==> config.mk <==
export PLATFORM = sky130hd
export DESIGN_NAME = dsi_vid_sequencer
export DESIGN_NICKNAME = d
export VERILOG_FILES = /design/src/rtl/vseq_pkg.sv /design/src/rtl/vseq_timebase.sv /design/src/rtl/vseq_pixtrack.sv /design/src/rtl/vseq_encode.sv /design/src/rtl/dsi_vid_sequencer.sv
export SDC_FILE = /design/constraint.sdc
export NUM_CORES = 1
export LEC_CHECK = 0
export ABC_AREA = 1
export BUFFER_PORTS_ARGS = -buffer_cell sky130_fd_sc_hd__buf_2
export CORE_MARGIN = 2
export CORE_UTILIZATION = 57
export CTS_CLUSTER_DIAMETER = 30
export DETAILED_ROUTE_END_ITERATION = 8
export PLACE_DENSITY_LB_ADDON = 0.12
export SLEW_MARGIN = 15
export SYNTH_ARGS = -nofsm -noshare
export SYNTH_HDL_FRONTEND = slang
export SYNTH_HIERARCHICAL = 1
export SYNTH_SLANG_ARGS = --single-unit
==> constraint.sdc <==
create_clock -name clk -period 7.1 [get_ports clk]
set_input_delay 0 -clock clk [delete_from_list [all_inputs] [get_ports clk]]
set_output_delay 0 -clock clk [all_outputs]
set_load 0.02 [all_outputs]
==> src/rtl/vseq_pkg.sv <==
package vseq_pkg;
  localparam int PW = 16;

  typedef enum logic [5:0] {
    DT_VSS    = 6'h01,
    DT_VSE    = 6'h11,
    DT_HSS    = 6'h21,
    DT_HSE    = 6'h31,
    DT_NULL   = 6'h09,
    DT_BLANK  = 6'h19,
    DT_RGB888 = 6'h3E
  } dtype_e;

  localparam logic [1:0] MODE_PULSE = 2'd0;
  localparam logic [1:0] MODE_BURST = 2'd2;
  localparam logic [1:0] FILL_BLANK = 2'd1;
  localparam logic [1:0] FILL_NULL  = 2'd2;

  // pixels carried by the next packet: capped by the programmed maximum
  function automatic logic [PW-1:0] chunk_pix(input logic [PW-1:0] cap,
                                               input logic [PW-1:0] left);
    return (left < cap) ? left : cap;
  endfunction

  // word count of a run of 24-bit pixels (three bytes each)
  function automatic logic [PW-1:0] wc_of(input logic [PW-1:0] pix);
    return PW'(pix * 3);
  endfunction
endpackage

==> src/rtl/vseq_timebase.sv <==
module vseq_timebase import vseq_pkg::*; #(
  parameter int HW = 12,
  parameter int VW = 10,
  localparam int HCW = HW + 2,
  localparam int LNW = VW + 2
) (
  input  logic           clk,
  input  logic           rst_n,
  input  logic           start,
  input  logic [HW-1:0]  hsw,
  input  logic [HW-1:0]  hbp,
  input  logic [HW-1:0]  hact,
  input  logic [HW-1:0]  hfp,
  input  logic [VW-1:0]  vbp,
  input  logic [VW-1:0]  vact,
  input  logic [VW-1:0]  vfp,
  output logic [HCW-1:0] hc,
  output logic [LNW-1:0] line,
  output logic           running,
  output logic           frame_last
);
  logic [HCW-1:0] line_len;
  logic [LNW-1:0] n_lines;
  logic           last_hc, last_line;

  assign line_len   = HCW'(hsw) + HCW'(hbp) + HCW'(hact) + HCW'(hfp);
  assign n_lines    = LNW'(vbp) + LNW'(vact) + LNW'(vfp) + LNW'(1);
  assign last_hc    = (hc == line_len - HCW'(1));
  assign last_line  = (line == n_lines - LNW'(1));
  assign frame_last = running && last_hc && last_line;

  always_ff @(posedge clk) begin
    if (!rst_n) begin
      running <= 1'b0;
      hc      <= '0;
      line    <= '0;
    end else if (!running) begin
      hc      <= '0;
      line    <= '0;
      if (start) running <= 1'b1;
    end else if (last_hc) begin
      hc <= '0;
      if (last_line) running <= 1'b0;
      else           line    <= line + LNW'(1);
    end else begin
      hc <= hc + HCW'(1);
    end
  end

  // a frame only ends on its final cycle
  a_r2_frame_close: assert property (@(posedge clk) disable iff (!rst_n)
    $fell(running) |-> $past(frame_last));
endmodule

==> src/rtl/vseq_pixtrack.sv <==
module vseq_pixtrack import vseq_pkg::*; #(
  parameter int HW  = 12,
  parameter int WCW = 16
) (
  input  logic           clk,
  input  logic           rst_n,
  input  logic           in_win,
  input  logic           act_line,
  input  logic           burst,
  input  logic [HW-1:0]  o,
  input  logic [HW-1:0]  hact,
  input  logic [HW-1:0]  max_pix,
  output logic           chunk_fire,
  output logic [WCW-1:0] chunk_wc,
  output logic           bllp_win,
  output logic           bllp_first,
  output logic [WCW-1:0] bllp_wc
);
  logic [HW-1:0] sent, left, cpix;
  logic          tail_seen, tail_win, blank_win;

  assign left       = hact - sent;
  assign cpix       = HW'(chunk_pix(PW'(max_pix), PW'(left)));
  assign chunk_fire = in_win && act_line && (sent < hact) && (burst || (o == sent));
  assign chunk_wc   = WCW'(wc_of(PW'(cpix)));

  assign tail_win   = in_win && act_line && burst && (sent == hact);
  assign blank_win  = in_win && !act_line;
  assign bllp_win   = tail_win || blank_win;
  assign bllp_first = blank_win ? (o == '0) : (tail_win && !tail_seen);
  assign bllp_wc    = WCW'(wc_of(PW'(blank_win ? hact : (hact - o))));

  always_ff @(posedge clk) begin
    if (!rst_n || !in_win) begin
      sent      <= '0;
      tail_seen <= 1'b0;
    end else begin
      if (chunk_fire) sent      <= sent + cpix;
      if (tail_win)   tail_seen <= 1'b1;
    end
  end

  // no pixel packet is empty or larger than the cap
  a_r5_chunk_cap: assert property (@(posedge clk) disable iff (!rst_n)
    chunk_fire |-> (cpix != '0) && (cpix <= max_pix));
  // issued pixels never pass the line length
  a_r6_no_overrun: assert property (@(posedge clk) disable iff (!rst_n)
    sent <= hact);
  // burst packets are back to back
  a_r7_burst_back2back: assert property (@(posedge clk) disable iff (!rst_n)
    (chunk_fire && burst && sent != '0) |-> $past(chunk_fire));
endmodule

==> src/rtl/vseq_encode.sv <==
module vseq_encode import vseq_pkg::*; #(
  parameter int HW  = 12,
  parameter int VW  = 10,
  parameter int WCW = 16,
  localparam int HCW = HW + 2,
  localparam int LNW = VW + 2
) (
  input  logic           clk,
  input  logic           rst_n,
  input  logic           running,
  input  logic [HCW-1:0] hc,
  input  logic [LNW-1:0] line,
  input  logic [HW-1:0]  hsw,
  input  logic [1:0]     vid_mode,
  input  logic [1:0]     fill_mode,
  input  logic [1:0]     vchan,
  input  logic           chunk_fire,
  input  logic [WCW-1:0] chunk_wc,
  input  logic           bllp_win,
  input  logic           bllp_first,
  input  logic [WCW-1:0] bllp_wc,
  output logic           ev_valid,
  output logic [5:0]     ev_dt,
  output logic [1:0]     ev_vc,
  output logic [WCW-1:0] ev_wc,
  output logic           lp_ok
);
  logic pulse, fill_pkt;

  assign pulse    = (vid_mode == MODE_PULSE);
  assign fill_pkt = (fill_mode == FILL_BLANK) || (fill_mode == FILL_NULL);
  assign ev_vc    = vchan;
  assign lp_ok    = running && bllp_win && !fill_pkt;

  always_comb begin
    ev_valid = 1'b0;
    ev_dt    = '0;
    ev_wc    = '0;
    if (running) begin
      if (hc == '0) begin
        ev_valid = 1'b1;
        if (line == '0)                  ev_dt = DT_VSS;
        else if (pulse && line == LNW'(1)) ev_dt = DT_VSE;
        else                             ev_dt = DT_HSS;
      end else if (pulse && hc == HCW'(hsw)) begin
        ev_valid = 1'b1;
        ev_dt    = DT_HSE;
      end else if (chunk_fire) begin
        ev_valid = 1'b1;
        ev_dt    = DT_RGB888;
        ev_wc    = chunk_wc;
      end else if (bllp_first && fill_pkt) begin
        ev_valid = 1'b1;
        ev_dt    = (fill_mode == FILL_BLANK) ? DT_BLANK : DT_NULL;
        ev_wc    = bllp_wc;
      end
    end
  end

  // a low-power interval never overlaps an issued packet
  a_r9_lp_exclusive: assert property (@(posedge clk) disable iff (!rst_n)
    lp_ok |-> !ev_valid);
endmodule

==> src/rtl/dsi_vid_sequencer.sv <==
module dsi_vid_sequencer import vseq_pkg::*; #(
  parameter int HW  = 12,
  parameter int VW  = 10,
  parameter int WCW = 16,
  localparam int HCW = HW + 2,
  localparam int LNW = VW + 2
) (
  input  logic           clk,
  input  logic           rst_n,
  input  logic           start,
  input  logic [HW-1:0]  hsw,
  input  logic [HW-1:0]  hbp,
  input  logic [HW-1:0]  hact,
  input  logic [HW-1:0]  hfp,
  input  logic [VW-1:0]  vbp,
  input  logic [VW-1:0]  vact,
  input  logic [VW-1:0]  vfp,
  input  logic [HW-1:0]  max_pix,
  input  logic [1:0]     vid_mode,
  input  logic [1:0]     fill_mode,
  input  logic [1:0]     vchan,
  output logic           ev_valid,
  output logic [5:0]     ev_dt,
  output logic [1:0]     ev_vc,
  output logic [WCW-1:0] ev_wc,
  output logic           lp_ok,
  output logic           running
);
  logic [HCW-1:0] hc, win_base;
  logic [LNW-1:0] line, act_first;
  logic           frame_last, in_win, act_line;
  logic [HW-1:0]  o;
  logic           chunk_fire, bllp_win, bllp_first;
  logic [WCW-1:0] chunk_wc, bllp_wc;

  vseq_timebase #(.HW(HW), .VW(VW)) u_tb (
    .clk, .rst_n, .start, .hsw, .hbp, .hact, .hfp, .vbp, .vact, .vfp,
    .hc, .line, .running, .frame_last
  );

  assign win_base  = HCW'(hsw) + HCW'(hbp);
  assign in_win    = running && (hc >= win_base) && (hc < win_base + HCW'(hact));
  assign o         = HW'(hc - win_base);
  assign act_first = LNW'(vbp) + LNW'(1);
  assign act_line  = (line >= act_first) && (line < act_first + LNW'(vact));

  vseq_pixtrack #(.HW(HW), .WCW(WCW)) u_pt (
    .clk, .rst_n, .in_win, .act_line, .burst(vid_mode == MODE_BURST), .o,
    .hact, .max_pix, .chunk_fire, .chunk_wc, .bllp_win, .bllp_first, .bllp_wc
  );

  vseq_encode #(.HW(HW), .VW(VW), .WCW(WCW)) u_enc (
    .clk, .rst_n, .running, .hc, .line, .hsw, .vid_mode, .fill_mode, .vchan,
    .chunk_fire, .chunk_wc, .bllp_win, .bllp_first, .bllp_wc,
    .ev_valid, .ev_dt, .ev_vc, .ev_wc, .lp_ok
  );

  // an accepted start opens the frame with vertical sync start
  a_r2_frame_open: assert property (@(posedge clk) disable iff (!rst_n)
    (!running && start) |=> (ev_valid && ev_dt == DT_VSS));
endmodule

==> flow_summary.toml, run 1 <==
[cts]
cts_tree = "built"
root_buffer = "clkbuf_16"
cts_buffer_depth = 2
cts_buffers = 5
cts-htree-levels = 2
cts.sink_count = 40
clock_latency_ns = 0.29
post-cts-setup-buffer-count = 0

[drt]
firstDrtPassIters = 8
vias = 13614
drt_iter0_drc = 883
wl_per_cell_um = 15.2
drc = 0
viasPerCell = 5.42
wirelength_um = 38100
ant_nets = 0

[timing]
worst_slack_ns = 0.770
slew-limit-headroom = 0.464
rsz0062_at_grt = "no"
setup-violations-final = 0
min_period_ns = 6.33
setup_tns_ns = 0
final_max_slew_viol_count = 0
fin_hold_ws_ns = 0.00000777
post-route-period-util = 0.891
worst_slew_pin_slew_ns = 0.784
fmax_mhz = 158
hold_viol_final = 0
clock_skew_ns = 0.00638

[finish]
nNetsFinal = 2557
final_cell_area_um2 = 13900
fillers = 2217
final_common_cell = "nand2_1"
diodes = 0
drive_above_1_share = 0.118
final_cell_mix = "577 x nand2_1, 386 x inv_1, 191 x ha_1, 182 x nor2_1, 121 x buf_2"
final_cell_count_no_fill = 2510
syn2layout_area_growth_pct = 7.63

[setup_path]
r2r-end = "u_pt/sent[8]"
worstReg2RegStart = "u_pt/sent[0]"
end_kind = "output pin"
cp_max_fo = 17
cp.required_ns = 7.10
cp-start-kind = "input pin"
path_class = "in -> out"
cp_slowest_cell = "fa_1"
reg2reg_slack_ns = 1.94
cp_common_cell = "nand2_1"
max_stage_delay_ns = 0.42
r2r_cells = 28
arrival_ns = 6.33

[power]
ir_worst_vdd_v = 0.000121
p_per_area_nw_per_um2 = 191
p_leak_uw = 0.00782

[synthesis]
ys_async_sr_fraction = 0
netlist_instances = 2111
yosysUniqueCellTypes = 63
synth-edff-count = 0
syn_area_per_cell_um2 = 6.11
yosysWarnings = 6
ys_ff_latch = 40
synthesis.area_um2 = 12900
ys_seq_area_frac = 0.0621
synthFlopType = "dfxtp_1"

[global_routing]
grt_usage = 0.320
grt_pass1_vias = 12877
overflow = 0
antenna_found_initial = 0
grt_max_degree = 29
grt_pass1_wl_um = 61900

[worst_hold_path]
hold_depth = 0
min_to = "ev_vc[0]"
hold_path.class = "in -> out"
min_from = "vchan[0]"

[floorplanning]
rows = 55
die_h_um = 154
start_util = 0.575
die_area_um2 = 23900
io_pins = 126
core_um2 = 22400
dieWidth_um = 154

[flow_run]
maxCapViolCount = 0

[placed_design]
dpl_cell_area_um2 = 13700
place.gp.congestion = 0.990
placed_cells = 2502
dp_slack_ns = 0.771
io_buffers = 121
hpwl_um = 32300

[status]
status = "complete, no violations"
==> cell families (layout without fill, tap and decap cells) <==
group                    count (synthesis)  count (layout)  share of synthesized area
buffers and inverters                  417             530                      0.128
flip-flops                              40              40                     0.0621
AND/OR/NAND/NOR                       1058            1058                      0.367
other                                    1               2                   0.000291
AO/OA/AOI/OAI                          248             248                      0.114
adder cells (fa/ha/maj)                233             233                      0.250
XOR/XNOR                               114             114                     0.0780
==> critical path, delay by kind of cell <==
family | cells | cell delay, ns
adders and majority gates | 5 | 1.63
and+or+nand+nor | 15 | 1.47
AOI/OAI and AO/OA | 11 | 2.04
xor gates and xnor gates | 2 | 0.34
buffers and inverters | 6 | 0.86
==> flip-flops by register name (all words and copies together) (netlist names) <==
| register | flops |
|---|---|
| u_pt/tail_seen | 1 |
| u_pt/sent | 12 |
| u_tb/running | 1 |
| u_tb/line | 12 |
| u_tb/hc | 14 |
==> power breakdown <==
part	internal [uW]	switching [uW]
Combinational	804	1390
Clock	128	96.3
Sequential	225	1.47
==> repair_timing <==
| item | CTS | global route |
|---|---|---|
| hold buffers | 1 | 0 |
| gates resized for setup | 0 | 1 |
| endpoints found under the setup margin | 0 | 1 |
| endpoints found under the hold margin | 1 | 0 |
==> metal layers <==
layer / track usage / vias to the layer above / wire, um
li1: - / 6931 / -
met1: 0.413 / 6152 / 17100
met2: 0.563 / 453 / 17700
met3: 0.0280 / 78 / 2040
met4: 0.105 / 0 / 1230
met5: 0 / - / 0
==> Yosys cell counts (35+ instances only) <==
| cell | n | area (um^2) |
|---|---|---|
| xnor2_1 | 35 | 307 |
| fa_1 | 42 | 841 |
| nand4_1 | 43 | 269 |
| ha_1 | 191 | 2390 |
| nand3_1 | 112 | 561 |
| nor2_1 | 182 | 683 |
| dfxtp_1 | 40 | 801 |
| nand2_2 | 44 | 275 |
| o21ai_0 | 51 | 255 |
| xor2_1 | 78 | 683 |
| nand2_1 | 577 | 2170 |
| a21oi_1 | 111 | 556 |
| inv_1 | 386 | 1450 |
==> metrics by stage <==
stage | utilization | total power [uW]
floorplan | - | 1930
global placement | 0.612 | 2360
detailed placement | 0.612 | 2390
CTS | 0.619 | 2630
global route | 0.619 | 2960
finish | 0.619 | 2650
==> worst max-delay path by stage <==
stage          startpoint   endpoint
2_1_floorplan      hsw[0]  ev_wc[11]
3_3_place_gp       hsw[0]  ev_wc[13]
3_5_place_dp       hsw[0]  ev_wc[13]
4_1_cts            hsw[0]  ev_wc[13]
5_1_grt            hsw[0]  ev_wc[12]
6_report           hsw[0]  ev_wc[12]
==> cell type report <==
cell class                      count  area, um^2  area share
Clock inverter                      2        12.5    0.000901
Tap cell                          285         357      0.0257
Multi-Input combinational cell   1655       10500       0.753
Sequential cell                    40         801      0.0577
Timing Repair Buffer              125         638      0.0460
Inverter                          398        1500       0.108
Clock buffer                        5         125     0.00901
Power figures use the tool's default switching activity.
==> run 2: changes to the inputs <==
--- a/constraint.sdc
+++ b/constraint.sdc
@@ -3,2 +3,2 @@
 set_output_delay 0 -clock clk [all_outputs]
-set_load 0.02 [all_outputs]
+set_load 0.005 [all_outputs]
==> flow_summary.toml, run 2 (synthesis gave the netlist of run 1 again) <==
[status]
status = "complete, no violations"

[cts]
clock_latency_ns = 0.29
root_buffer = "clkbuf_16"
cts_buffers = 5
cts.sink_count = 40
cts-htree-levels = 2
cts_buffer_depth = 2
ctsResizeCount = 0
post-cts-setup-buffer-count = 0
cts_tree = "built"

[setup_path]
cp-start-kind = "input pin"
crit_buf_inv = 7
critical_path.top_delay_family = "adder cells"
path_class = "in -> out"
cp_common_cell = "nand2_1"
cp_max_fo = 17
max_stage_delay_ns = 0.43
end_kind = "output pin"
arrival_ns = 6.35
cp_slowest_cell = "fa_1"
cp.required_ns = 7.10

[finish]
diodes = 0
final_cell_mix = "577 x nand2_1, 386 x inv_1, 191 x ha_1, 182 x nor2_1, 121 x buf_2"
regMostFlops = "u_tb/hc"
nNetsFinal = 2557
multi_input_area_um2 = 10500
seqCellArea_um2 = 801
drive_above_1_share = 0.118
reg_top3 = "u_tb/hc (14), u_pt/sent (12), u_tb/line (12)"
final_util = 0.619
fillers = 2217
syn2layout_area_growth_pct = 7.63
largest_reg_flops = 14
final_cell_area_um2 = 13900
final_common_cell = "nand2_1"

[worst_hold_path]
hold_path.class = "in -> out"

[drt]
firstDrtPassIters = 5
drc = 0
wl_per_cell_um = 15.1
drt_iter0_drc = 899
viasPerCell = 5.42
vias = 13613
wirelength_um = 38000
ant_nets = 0

[placed_design]
dpl_cell_area_um2 = 13700
place.gp.congestion = 0.990
io_buffers = 121
hpwl_um = 32300

[global_routing]
grt_max_degree = 29
grt-busiest-layer = "met2"
use_met1 = 0.413
antenna_found_initial = 0
met3_usage = 0.0233
grt_pass1_wl_um = 61200
grt_pass1_vias = 12729
grt_usage = 0.316
grtUsageMet2 = 0.555
overflow = 0

[power]
p_int_uw = 1160
ir_worst_vdd_v = 0.000130
p_comb_frac = 0.830
swShare = 0.562
power_switching_uw = 1490
p_per_area_nw_per_um2 = 191
p_seq_frac = 0.086
clkPwrFrac = 0.084
p_total_uw = 2650
p_leak_uw = 0.00782

[floorplanning]
rows = 55
core_um2 = 22400
start_util = 0.575
dieWidth_um = 154
die_area_um2 = 23900
die_h_um = 154
io_pins = 126

[timing]
post-route-period-util = 0.895
min_period_ns = 6.35
fmax_mhz = 157
clock_skew_ns = 0.00825
hold_viol_final = 0
worst_slew_pin_slew_ns = 0.792
rsz0062_at_grt = "no"
setup_tns_ns = 0
setup-violations-final = 0
slew-limit-headroom = 0.458
final_max_slew_viol_count = 0
fin_hold_ws_ns = 0.00000200

[flow_run]
maxCapViolCount = 0
-- run 2: cell counts in the layout (fill, tap and decap cells not counted) --
No cell type changed its count.
-- run 2: layer usage --
| layer | part of all wire | routed length (um) |
|---|---|---|
| met1 | 0.46 | 17300 |
| met2 | 0.47 | 17700 |
| met3 | 0.048 | 1830 |
| met4 | 0.030 | 1160 |
| met5 | 0 | 0 |
-- run 2: cell type report --
type / instances / share of cell area
Clock buffer: 5 / 0.00901
Clock inverter: 2 / 0.000901
Inverter: 398 / 0.108
Multi-Input combinational cell: 1655 / 0.753
Sequential cell: 40 / 0.0577
Tap cell: 285 / 0.0257
Timing Repair Buffer: 125 / 0.0460
-- run 2: per-stage QoR --
stage	cells	worst slack, ns
2_1_floorplan	2112	2.00
3_3_place_gp	2502	0.984
6_report	2510	0.746
4_1_cts	2510	0.800
5_1_grt	2510	0.0994
3_5_place_dp	2502	0.831
-- run 2: path summary, 6_finish.rpt --
kind	from	end	slack, ns	cells past startpoint
worst max-delay path	hsw[0]	ev_wc[13]	0.75	43
worst min-delay path	vchan[0]	ev_vc[0]	0.000002	0
worst max register to register	u_pt/sent[0]	u_pt/sent[8]	1.96	28
worst min register to register	u_pt/tail_seen	u_pt/tail_seen	0.51	2
-- run 2: power by group through the flow --
| stage | clock [uW] | sequential, uW | combinational, uW |
|---|---|---|---|
| after CTS | 227 | 227 | 2170 |
| after floorplan | 0 | 232 | 1700 |
| after detailed placement | 0 | 232 | 2150 |
| after global routing | 234 | 227 | 2490 |
| final | 224 | 227 | 2200 |
| after global placement | 0 | 232 | 2120 |
-- run 2: worst reg2reg max path: cells and delay by family, from the launching register on --
family / cells / cell delay (ns)
XOR/XNOR: 2 / 0.42
adder cells (fa/ha/maj): 5 / 1.38
AND/OR/NAND/NOR: 10 / 1.01
flip-flops: 1 / 0.41
buffers and inverters: 5 / 0.32
AO/OA/AOI/OAI: 6 / 1.55
-- run 2: what timing repair did --
| item | in CTS | in global routing |
|---|---|---|
| endpoints found under the setup margin | 0 | 0 |
| hold buffers | 1 | 0 |
| hold endpoints to repair | 1 | 0 |
